## config.mk

```make
export PLATFORM = sky130hd
export DESIGN_NAME = gpio_pin_mux
export DESIGN_NICKNAME = d
export VERILOG_FILES = /design/src/rtl/gpio_mux_pkg.sv /design/src/rtl/gpio_in_sync.sv /design/src/rtl/gpio_cfg_reg.sv /design/src/rtl/gpio_pad_mux.sv /design/src/rtl/gpio_pin_mux.sv
export SDC_FILE = /design/constraint.sdc
export NUM_CORES = 1
export LEC_CHECK = 0
export BUFFER_PORTS_ARGS = -buffer_cell sky130_fd_sc_hd__buf_4
export CORE_UTILIZATION = 43
export CTS_CLUSTER_SIZE = 20
export DETAILED_ROUTE_END_ITERATION = 7
export GPL_ROUTABILITY_DRIVEN = 0
export PLACE_DENSITY_LB_ADDON = 0.1
export REMOVE_ABC_BUFFERS = 1
export SLEW_MARGIN = 20
export SYNTH_ARGS = -nofsm -noshare
export SYNTH_HDL_FRONTEND = slang
export SYNTH_SLANG_ARGS = --single-unit
```

## constraint.sdc

```tcl
create_clock -name clk -period 0.85 [get_ports clk]
set_input_delay 0.0425 -clock clk [delete_from_list [all_inputs] [get_ports clk]]
set_output_delay 0.0425 -clock clk [all_outputs]
set_load 0.05 [all_outputs]
```

## src/rtl/gpio_mux_pkg.sv

```systemverilog
package gpio_mux_pkg;

  localparam int CFG_W   = 32;
  localparam int FLD_W   = 3;
  localparam int SEL_OFS = 0;
  localparam int DIR_OFS = 1;
  localparam int DAT_OFS = 2;

  // Per-pad control as seen by the pad mux
  typedef struct packed {
    logic dat;
    logic dir;
    logic alt;
  } pin_cfg_t;

  // Reset word: alternate select set for pads flagged in alt_mask
  function automatic logic [CFG_W-1:0] cfg_reset_value(input int mux_pins,
                                                       input logic [CFG_W-1:0] alt_mask);
    logic [CFG_W-1:0] v;
    v = '0;
    for (int n = 0; n < mux_pins; n++) v[FLD_W*n+SEL_OFS] = alt_mask[n];
    return v;
  endfunction

  // Bits that hold state; every other bit reads zero
  function automatic logic [CFG_W-1:0] cfg_write_mask(input int mux_pins);
    logic [CFG_W-1:0] v;
    v = '0;
    for (int i = 0; i < FLD_W*mux_pins; i++) v[i] = 1'b1;
    v[FLD_W*mux_pins+DIR_OFS] = 1'b1;
    v[FLD_W*mux_pins+DAT_OFS] = 1'b1;
    return v;
  endfunction

endpackage

```

## src/rtl/gpio_in_sync.sv

```systemverilog
module gpio_in_sync #(
  parameter int WIDTH  = 9,
  parameter int STAGES = 2
) (
  input  logic             clk,
  input  logic             rst,
  input  logic [WIDTH-1:0] d,
  output logic [WIDTH-1:0] q
);

  logic [STAGES-1:0][WIDTH-1:0] chain;

  if (STAGES == 1) begin : g_single
    always_ff @(posedge clk) begin
      if (rst) chain <= '0;
      else     chain <= d;
    end
  end else begin : g_multi
    always_ff @(posedge clk) begin
      if (rst) chain <= '0;
      else     chain <= {chain[STAGES-2:0], d};
    end
  end

  assign q = chain[STAGES-1];

endmodule

```

## src/rtl/gpio_cfg_reg.sv

```systemverilog
module gpio_cfg_reg
  import gpio_mux_pkg::*;
#(
  parameter int                  MUX_PINS     = 8,
  parameter int                  PINS         = MUX_PINS + 1,
  parameter logic [MUX_PINS-1:0] ALT_AT_RESET = 8'hF0
) (
  input  logic                       clk,
  input  logic                       rst,
  input  logic                       cfg_we,
  input  logic [CFG_W-1:0]           cfg_wdata,
  input  logic [PINS-1:0]            sync_in,
  output pin_cfg_t [PINS-1:0]        pin_cfg,
  output logic [CFG_W-1:0]           cfg_rdata
);

  localparam logic [CFG_W-1:0] RST_VAL  = cfg_reset_value(MUX_PINS, CFG_W'(ALT_AT_RESET));
  localparam logic [CFG_W-1:0] WR_MASK  = cfg_write_mask(MUX_PINS);
  localparam int               SOLO_DIR = FLD_W*MUX_PINS + DIR_OFS;
  localparam int               SOLO_DAT = FLD_W*MUX_PINS + DAT_OFS;

  logic [CFG_W-1:0] ctrl_q;
  logic [CFG_W-1:0] rd_nxt;

  always_ff @(posedge clk) begin
    if (rst)         ctrl_q <= RST_VAL;
    else if (cfg_we) ctrl_q <= cfg_wdata & WR_MASK;
  end

  for (genvar p = 0; p < MUX_PINS; p++) begin : g_field
    assign pin_cfg[p] = '{alt: ctrl_q[FLD_W*p+SEL_OFS],
                          dir: ctrl_q[FLD_W*p+DIR_OFS],
                          dat: ctrl_q[FLD_W*p+DAT_OFS]};
  end
  assign pin_cfg[MUX_PINS] = '{alt: 1'b0, dir: ctrl_q[SOLO_DIR], dat: ctrl_q[SOLO_DAT]};

  // Readback: GPIO inputs show the synchronized level in their data bit
  always_comb begin
    rd_nxt = ctrl_q;
    for (int p = 0; p < MUX_PINS; p++) begin
      if (!ctrl_q[FLD_W*p+SEL_OFS] && !ctrl_q[FLD_W*p+DIR_OFS])
        rd_nxt[FLD_W*p+DAT_OFS] = sync_in[p];
    end
    if (!ctrl_q[SOLO_DIR]) rd_nxt[SOLO_DAT] = sync_in[MUX_PINS];
  end

  always_ff @(posedge clk) begin
    if (rst) cfg_rdata <= '0;
    else     cfg_rdata <= rd_nxt;
  end

  p_reserved_zero_r2: assert property (@(posedge clk) disable iff (rst)
    (cfg_rdata & ~WR_MASK) == '0);

  p_hold_r2: assert property (@(posedge clk) disable iff (rst)
    !cfg_we |=> $stable(pin_cfg));

  p_write_lands_r10: assert property (@(posedge clk) disable iff (rst)
    cfg_we |=> pin_cfg[MUX_PINS].dir == $past(cfg_wdata[SOLO_DIR]));

  for (genvar p = 0; p < MUX_PINS; p++) begin : g_chk
    p_input_readback_r5: assert property (@(posedge clk) disable iff (rst)
      (!pin_cfg[p].alt && !pin_cfg[p].dir) |=> cfg_rdata[FLD_W*p+DAT_OFS] == $past(sync_in[p]));
    p_output_readback_r6: assert property (@(posedge clk) disable iff (rst)
      (!pin_cfg[p].alt && pin_cfg[p].dir) |=> cfg_rdata[FLD_W*p+DAT_OFS] == $past(pin_cfg[p].dat));
  end

endmodule

```

## src/rtl/gpio_pad_mux.sv

```systemverilog
module gpio_pad_mux
  import gpio_mux_pkg::*;
#(
  parameter int PINS = 9
) (
  input  logic                clk,
  input  logic                rst,
  input  pin_cfg_t [PINS-1:0] pin_cfg,
  input  logic                bus_owned,
  input  logic [PINS-1:0]     alt_out,
  input  logic [PINS-1:0]     alt_oe,
  output logic [PINS-1:0]     pad_out,
  output logic [PINS-1:0]     pad_oe
);

  logic [PINS-1:0] nxt_out;
  logic [PINS-1:0] nxt_oe;

  for (genvar p = 0; p < PINS; p++) begin : g_pad
    assign nxt_out[p] = pin_cfg[p].alt ? alt_out[p] : pin_cfg[p].dat;
    assign nxt_oe[p]  = pin_cfg[p].alt ? alt_oe[p]  : (pin_cfg[p].dir & bus_owned);

    p_owned_drive_r3: assert property (@(posedge clk) disable iff (rst)
      (!pin_cfg[p].alt && pin_cfg[p].dir && bus_owned)
        |=> pad_oe[p] && (pad_out[p] == $past(pin_cfg[p].dat)));

    p_unowned_released_r4: assert property (@(posedge clk) disable iff (rst)
      (!pin_cfg[p].alt && !bus_owned) |=> !pad_oe[p]);

    p_input_released_r5: assert property (@(posedge clk) disable iff (rst)
      (!pin_cfg[p].alt && !pin_cfg[p].dir) |=> !pad_oe[p]);

    p_alt_passthru_r7: assert property (@(posedge clk) disable iff (rst)
      pin_cfg[p].alt |=> (pad_out[p] == $past(alt_out[p])) && (pad_oe[p] == $past(alt_oe[p])));
  end

  always_ff @(posedge clk) begin
    if (rst) begin
      pad_out <= '0;
      pad_oe  <= '0;
    end else begin
      pad_out <= nxt_out;
      pad_oe  <= nxt_oe;
    end
  end

endmodule

```

## src/rtl/gpio_pin_mux.sv

```systemverilog
module gpio_pin_mux
  import gpio_mux_pkg::*;
#(
  parameter int                  MUX_PINS     = 8,
  parameter logic [MUX_PINS-1:0] ALT_AT_RESET = 8'hF0,
  parameter int                  SYNC_STAGES  = 2
) (
  input  logic                clk,
  input  logic                rst,
  input  logic                cfg_we,
  input  logic [31:0]         cfg_wdata,
  output logic [31:0]         cfg_rdata,
  input  logic                bus_owned,
  input  logic [MUX_PINS-1:0] alt_out,
  input  logic [MUX_PINS-1:0] alt_oe,
  input  logic [MUX_PINS:0]   pad_in,
  output logic [MUX_PINS:0]   pad_out,
  output logic [MUX_PINS:0]   pad_oe
);

  localparam int PINS = MUX_PINS + 1;

  logic [PINS-1:0]     sync_lvl;
  pin_cfg_t [PINS-1:0] pin_cfg;

  gpio_in_sync #(.WIDTH(PINS), .STAGES(SYNC_STAGES)) i_sync (
    .clk (clk),
    .rst (rst),
    .d   (pad_in),
    .q   (sync_lvl)
  );

  gpio_cfg_reg #(.MUX_PINS(MUX_PINS), .PINS(PINS), .ALT_AT_RESET(ALT_AT_RESET)) i_cfg (
    .clk       (clk),
    .rst       (rst),
    .cfg_we    (cfg_we),
    .cfg_wdata (cfg_wdata),
    .sync_in   (sync_lvl),
    .pin_cfg   (pin_cfg),
    .cfg_rdata (cfg_rdata)
  );

  // Pad 8 has no alternate source: its select bit is tied low in the register
  gpio_pad_mux #(.PINS(PINS)) i_mux (
    .clk       (clk),
    .rst       (rst),
    .pin_cfg   (pin_cfg),
    .bus_owned (bus_owned),
    .alt_out   ({1'b0, alt_out}),
    .alt_oe    ({1'b0, alt_oe}),
    .pad_out   (pad_out),
    .pad_oe    (pad_oe)
  );

endmodule

```

* Word-level counts from Yosys, hierarchy flattened *
Cells that the tools add are included.

operators by class
  mux-type cells = 25
  bitwise logic cells = 9
  reduce and logical (&&, ||, !) cells = 24

operators by type and width
  cell               number
  two-way mux 1 bit  25
  zero test 1 bit    16
  AND 1 bit          9
  logical AND 1 bit  8

storage, ports and cells
  register bits = 88
  input port bits = 61
  output and inout bits = 50
  logic and storage cells = 64

* Longest topological paths before layout *
Gate-level depths: netlist of run 1.

  depth in word-level cells = 3
  gate-level depth with buffers = 4
  mapped depth without buffers = 2

* Modules after synthesis *
Synthesis of run 1 repeated with hierarchy kept, for this count alone.

unflattened totals
  cell total of the unflattened synthesis = 294
  area total of the unflattened synthesis = 3,186.8 um^2

modules (own cells, without submodules)
  module        instances  cells an instance  area an instance (um^2)  seq. area each (um^2)
  gpio_cfg_reg  1          181                1,958.1                  1,041.0
  gpio_pad_mux  1          66                 668.1                    360.3
  gpio_in_sync  1          46                 556.8                    360.3
  gpio_pin_mux  1          1                  3.8                      0.0

* Worst setup path before layout of run 1 *
OpenSTA, ideal clock, no wires.

  kind = reg2reg
  start = reg i_cfg.ctrl_q[9]
  end = reg i_cfg.cfg_rdata[11]
  setup time = 0.070 ns
  data arrival time = 0.799 ns
  required time = 0.780 ns
  slack = -0.019 ns
  stages on the path, launching flop included = 3
  buffers on the path = 0
  period minus slack after synthesis = 0.869 ns
  cell sequence = dfxtp_1 or3b_1 a21oi_1

on the way
  longest elaborated chain between the ends = 3

RTL lines
  element                 RTL line            source
  from (decl)             gpio_cfg_reg.sv:22  logic [CFG_W-1:0] ctrl_q;
  from (signal assigned)  gpio_cfg_reg.sv:27  else if (cfg_we) ctrl_q <= cfg_wdata & WR_MASK;
  zero test 1 bit         gpio_cfg_reg.sv:41  if (!ctrl_q[FLD_W*p+SEL_OFS] && !ctrl_q[FLD_W*p+DIR_OFS])
  logical AND 1 bit       gpio_cfg_reg.sv:41
  two-way mux 1 bit       gpio_cfg_reg.sv:41
  to (signal assigned)    gpio_cfg_reg.sv:49  else cfg_rdata <= rd_nxt;
  to (decl)               gpio_cfg_reg.sv:14  output logic [CFG_W-1:0] cfg_rdata

No other way between the ends.
A chain may end at the register's enable or synchronous reset.

==> results.json, run 1 <==
{
  "powerDensity_nw_per_um2": 1750,
  "cp.arrival_ps": 1150,
  "cts_tree": "yes",
  "rrSetupSlack_ps": -70,
  "cp.required_ps": 1080,
  "cts.clk_slew.worst_paths_ps": 80,
  "place_area_um2": 3940,
  "io_pins": 111,
  "cts_made_buffers": 9,
  "grt_pass1_wl_mm": 10.7,
  "final_area_um2": 5040,
  "min_path_type": "in2reg",
  "r2r_end": "i_cfg.ctrl_q[18]$_SDFFE_PP1P_",
  "core-area_um2": 6490,
  "grt_use_met2_pct": 38.4,
  "crit_path_start": "i_cfg.ctrl_q[18]$_SDFFE_PP1P_",
  "crit_slowest_cell": "dfxtp_2",
  "crit_path_max_incr_delay_ps": 340,
  "use_met1_pct": 19.7,
  "drive_gt1_share_pct": 50.3,
  "dp_hpwl_mm": 4.22,
  "drt-vias-per-instance": 4.55,
  "synth.distinct_cells": 20,
  "rsz0062_at_grt": "yes",
  "yosys_warnings": 0,
  "htreeDepth": 3,
  "cp_cell_sequence": "buf_6, nor2b_4, a211o_1",
  "finalSetupViolations": 47,
  "overflow": 0,
  "ys_seq_area_share_pct": 59.8,
  "port_buffers": 98,
  "wl_per_cell_um": 13.0,
  "fin_worst_skew_ps": 7.17,
  "grt_max_degree": 26,
  "die_h_um": 84.8,
  "pre_cts_ws_ps": -76.1,
  "nets": 509,
  "min_period_ps": 917,
  "drcViolationCount": 7,
  "leakagePower_nw": 2.25,
  "cp-end-kind": "register",
  "drt-initial-drc-count": 49,
  "ir_drop_mv": 1.43,
  "final_common_cell": "buf_4",
  "clock_path_buffers": 2,
  "clock.fmax_ghz": 1.09,
  "met3_usage_pct": 3.93,
  "avgSynthCellArea_um2": 11.2,
  "n_antenna_cell": 0,
  "clock-root-buffer": "clkbuf_8",
  "whs_ps": 55.8,
  "busiest_layer": "met2",
  "maxSlewViolCount": 0,
  "reg2reg_from": "i_cfg.ctrl_q[18]$_SDFFE_PP1P_",
  "ant_nets": 0,
  "status": "finished with violations",
  "synth_cells": 263,
  "syn2layout_area_growth_pct": 70.9,
  "drt_wl_total_mm": 6.88,
  "first_pass_iters": 7,
  "violations": "design-rule violations, negative setup slack",
  "floorplan.die_area_um2": 7190,
  "period_share_pct": 108,
  "initial_core_util_pct": 45.4,
  "critPathCapture": "i_cfg.ctrl_q[18]$_SDFFE_PP1P_",
  "grtUsageTotal_pct": 19.5,
  "critical_path_class": "reg2reg",
  "syn-cell-area_um2": 2950,
  "fin_ws_ps": -67.0,
  "placement_rows": 29,
  "mostFrequentLayoutCells": "buf_4 (87), dfxtp_2 (53), dlygate4sd3_1 (51)",
  "cts.sinks": 88,
  "hold_viol_final": 0,
  "tns_ps": -779,
  "ys_ff_latch": 88,
  "rr_worst_depth": 3,
  "maxCapViolCount": 0,
  "antenna_found_initial": 0,
  "die_w_um": 84.8,
  "first_global_vias": 2377,
  "vias": 2413,
  "path_max_fanout": 3,
  "clk_latency_ps": 340,
  "critPathLaunchType": "register"
}
per-layer routing:
metal / wire, um / up-vias / share of wire (%)
met3: 284 / 10 / 4.1
li1: - / 1218 / -
met2: 3850 / 64 / 56
met5: 0 / - / 0
met4: 90 / 0 / 1.3
met1: 2660 / 1121 / 39
cells by family (layout without fill, tap and decap cells):
logic type,count (synthesis),count (layout),synth area share [%]
buffers and inverters,19,204,5.18
AO/OA/AOI/OAI,28,28,5.27
AND/OR/NAND/NOR,96,96,19.1
multiplexers,31,31,10.5
flip-flops,88,88,59.8
other,1,6,0.127
power by group:
part / internal (W) / switching, W
sequential: 0.00436 / 0.000121
clock: 0.00129 / 0.00136
combinational: 0.000880 / 0.000819
sequential cells by signal, indices dropped and copies added, names as in the netlist:
register         flops
i_mux.pad_oe         9
i_cfg.ctrl_q        26
i_mux.pad_out        9
i_sync.chain         9
i_sync.q             9
i_cfg.cfg_rdata     26
cells in the mapped netlist:
| cell type | instances | share of area (%) |
|---|---|---|
| a21oi_1 | 16 | 2.7 |
| nor2b_1 | 38 | 8.1 |
| mux2i_1 | 31 | 11 |
| buf_4 | 9 | 2.3 |
| nor2_2 | 10 | 2.1 |
| or3b_1 | 8 | 2.4 |
| dfxtp_1 | 88 | 60 |
| and2b_2 | 2 | 0.59 |
| and2_1 | 1 | 0.21 |
| conb_1 | 1 | 0.13 |
| buf_6 | 1 | 0.38 |
| clkbuf_2 | 1 | 0.17 |
| a211o_1 | 4 | 1.2 |
| nand3b_1 | 8 | 2.0 |
| nand2_1 | 8 | 1.0 |
| buf_2 | 5 | 0.85 |
| nor2_1 | 21 | 2.7 |
| o21ai_0 | 8 | 1.4 |
| clkbuf_1 | 1 | 0.13 |
| buf_12 | 2 | 1.4 |
stage by stage:
stage	std cells	power (W)	utilization, %
after CTS	530	0.00885	75.8
after detailed placement	461	0.00587	60.6
final	530	0.00883	77.5
after floorplan	249	0.00520	-
after global routing	530	0.00921	77.5
after global placement	461	0.00585	60.6
critical path: cells and delay by family, from the launching register on:
family                 cells  cell delay, ps
AND/OR/NAND/NOR            1             110
flip-flops                 1             340
AO/OA/AOI/OAI              1             250
buffers and inverters      1             110
timing repair:
item                                   CTS  global route
hold buffers                            51             0
buffers inserted                         2             0
setup endpoints to repair               54            66
pin swaps                               11            11
resized for setup                      108            33
endpoints found under the hold margin   51             0
final cells by class:
| class | count | area [um2] |
|---|---|---|
| Clock inverter | 3 | 15.0 |
| Sequential cell | 88 | 1830 |
| Timing Repair Buffer | 188 | 1830 |
| Clock buffer | 13 | 169 |
| Fill cell | 437 | 1460 |
| Multi-Input combinational cell | 161 | 1090 |
| Tap cell | 77 | 96.3 |
worst min path at each step:
stage,depth (start not counted),slack (ps),end,startpoint
final,3,60,i_mux.pad_oe[0]$_SDFF_PP0_,bus_owned
after detailed placement,2,260,i_cfg.ctrl_q[18]$_SDFFE_PP1P_,cfg_wdata[18]
after CTS,3,40,i_mux.pad_oe[0]$_SDFF_PP0_,bus_owned
after global routing,2,40,i_mux.pad_oe[8]$_SDFF_PP0_,bus_owned
after floorplan,1,110,i_cfg.ctrl_q[10]$_SDFFE_PP0P_,rst
after global placement,2,250,i_sync.chain[2]$_SDFF_PP0_,pad_in[2]
(Power assumes the default switching activity.)
==> inputs of run 2 (changes only) <==
--- a/config.mk
+++ b/config.mk
@@ -6,12 +6,12 @@
 export NUM_CORES = 1
 export LEC_CHECK = 0
 export BUFFER_PORTS_ARGS = -buffer_cell sky130_fd_sc_hd__buf_4
+export CORE_ASPECT_RATIO = 0.9
 export CORE_UTILIZATION = 43
 export CTS_CLUSTER_SIZE = 20
 export DETAILED_ROUTE_END_ITERATION = 7
 export GPL_ROUTABILITY_DRIVEN = 0
 export PLACE_DENSITY_LB_ADDON = 0.1
-export REMOVE_ABC_BUFFERS = 1
 export SLEW_MARGIN = 20
 export SYNTH_ARGS = -nofsm -noshare
 export SYNTH_HDL_FRONTEND = slang
==> run 2 against run 1 <==
  * The flow finishes with violations (negative setup slack)
  * Clock power grew 14%
  * Critical path depth shrank 1
  * Routed wire length decreased by 3.3%
  * Die area hardly changed
  * Sequential cell count did not move
  * Power rose by 4.3%
  * Register-to-register slack improved by 20 ps
  * Design area rose by 0.62%
  * Maximum frequency rose by 2.2%
  * Largest cell class unchanged
  * Highest routed layer unchanged
==> results.json, run 2 (same netlist as run 1, synthesis figures left out) <==
{
  "status": "finished with violations",
  "violations": "negative setup slack",
  "clock.fmax_ghz": 1.11,
  "cts_made_buffers": 9,
  "leakagePower_nw": 2.22,
  "maxCapViolCount": 0,
  "clock_path_buffers": 2,
  "multiInputGateArea_um2": 1090,
  "dp_hpwl_mm": 3.92,
  "wl_met1_mm": 2.79,
  "whs_ps": 10.4,
  "num-fill-cells": 442,
  "maxSlewViolCount": 0,
  "antenna_found_initial": 0,
  "ant_nets": 0,
  "drt_wl_total_mm": 6.66,
  "cp-end-kind": "register",
  "fin_worst_skew_ps": 8.02,
  "placement_rows": 28,
  "drcViolationCount": 0,
  "first_global_vias": 2302,
  "finalSetupViolations": 43,
  "clk_latency_ps": 340,
  "dpl.cell_count": 463,
  "n_antenna_cell": 0,
  "pre_cts_ws_ps": -31.7,
  "ir_drop_mv": 1.37,
  "r2r_end": "i_cfg.cfg_rdata[20]$_SDFF_PP0_",
  "top_layer_used": "met4",
  "drive_gt1_share_pct": 48.5,
  "min_period_ps": 897,
  "rrSetupSlack_ps": -50,
  "htreeDepth": 3,
  "wl_met2_mm": 3.37,
  "cts_tree": "yes",
  "clock-root-buffer": "clkbuf_8",
  "first_pass_iters": 4,
  "die_h_um": 80.5,
  "final_cells": 529,
  "critPathCapture": "i_cfg.cfg_rdata[20]$_SDFF_PP0_",
  "grt_pass1_wl_mm": 10.2,
  "nets": 497,
  "rsz0062_at_grt": "yes",
  "vias": 2362,
  "wl_per_cell_um": 12.6,
  "crit_path_start": "i_cfg.ctrl_q[18]$_SDFFE_PP1P_",
  "regArea_um2": 1830,
  "powerDensity_nw_per_um2": 1820,
  "grtUsageTotal_pct": 19.1,
  "min_path_type": "in2reg",
  "fin_util_pct": 76.9,
  "cp.arrival_ps": 1160,
  "reg2reg_from": "i_cfg.ctrl_q[18]$_SDFFE_PP1P_",
  "cts.clk_slew.worst_paths_ps": 70,
  "cts.sinks": 88,
  "cp.required_ps": 1120,
  "dr_wl_met3_um": 351,
  "io_pins": 111,
  "largestRegisters": "i_cfg.cfg_rdata: 26 flops, i_cfg.ctrl_q: 26 flops",
  "rr_worst_depth": 2,
  "syn2layout_area_growth_pct": 72.0,
  "initial_core_util_pct": 44.7,
  "die_w_um": 89.3,
  "grt_max_degree": 22,
  "mostFrequentLayoutCells": "buf_4 (74), dfxtp_2 (52), dlygate4sd3_1 (51)",
  "port_buffers": 98,
  "critical_path_class": "reg2reg",
  "floorplan.die_area_um2": 7190,
  "critPathLaunchType": "register",
  "drt-initial-drc-count": 60,
  "period_share_pct": 106,
  "fin_ws_ps": -47.4,
  "final_common_cell": "buf_4",
  "path_max_fanout": 5,
  "tns_ps": -570,
  "hold_viol_final": 0,
  "overflow": 0,
  "core-area_um2": 6590,
  "drt-vias-per-instance": 4.47
}
run 2: critical path, stage by stage (launching register included):
cell     delay (ps)
dfxtp_2         340
or3b_4          370
a21oi_2         120
run 2: power by group:
part | internal (W) | switching, W
clock | 0.00171 | 0.00131
combinational | 0.000883 | 0.000819
sequential | 0.00436 | 0.000121
total | 0.00695 | 0.00225
run 2: stage by stage:
| stage | total power (W) | instance area, um2 |
|---|---|---|
| finish | 0.00921 | 5070 |
| global route | 0.00957 | 5070 |
| CTS | 0.00921 | 4920 |
| detailed placement | 0.00586 | 3920 |
| global placement | 0.00584 | 3920 |
| floorplan | 0.00535 | 2980 |
run 2: routing by layer:
metal	track usage, %	up-vias
met5	0	-
met4	6.67	0
met3	6.78	13
met2	33.3	74
met1	21.3	1079
li1	-	1196
run 2: worst min path at each step:
stage,start,endpoint,depth (start not counted)
floorplan,rst,i_cfg.cfg_rdata[25]$_SDFF_PP0_,1
finish,rst,i_cfg.cfg_rdata[20]$_SDFF_PP0_,2
global route,rst,i_cfg.cfg_rdata[20]$_SDFF_PP0_,2
CTS,rst,i_cfg.cfg_rdata[20]$_SDFF_PP0_,2
detailed placement,cfg_wdata[15],i_cfg.ctrl_q[15]$_SDFFE_PP1P_,2
global placement,cfg_wdata[15],i_cfg.ctrl_q[15]$_SDFFE_PP1P_,2
run 2: final cells by class:
class | instances | share of cell area [%]
Clock inverter | 3 | 1.33
Multi-Input combinational cell | 161 | 21.5
Sequential cell | 88 | 36.0
Tap cell | 90 | 2.22
Clock buffer | 11 | 2.79
Timing Repair Buffer | 176 | 36.1
run 2: repair_timing:
action / in CTS / in global routing
pin swaps: 4 / 11
cloned: 0 / 0
endpoints found under the setup margin: 52 / 62
hold buffers: 51 / 0
endpoints found under the hold margin: 51 / 0
resized for setup: 103 / 44
buffers inserted: 1 / 0
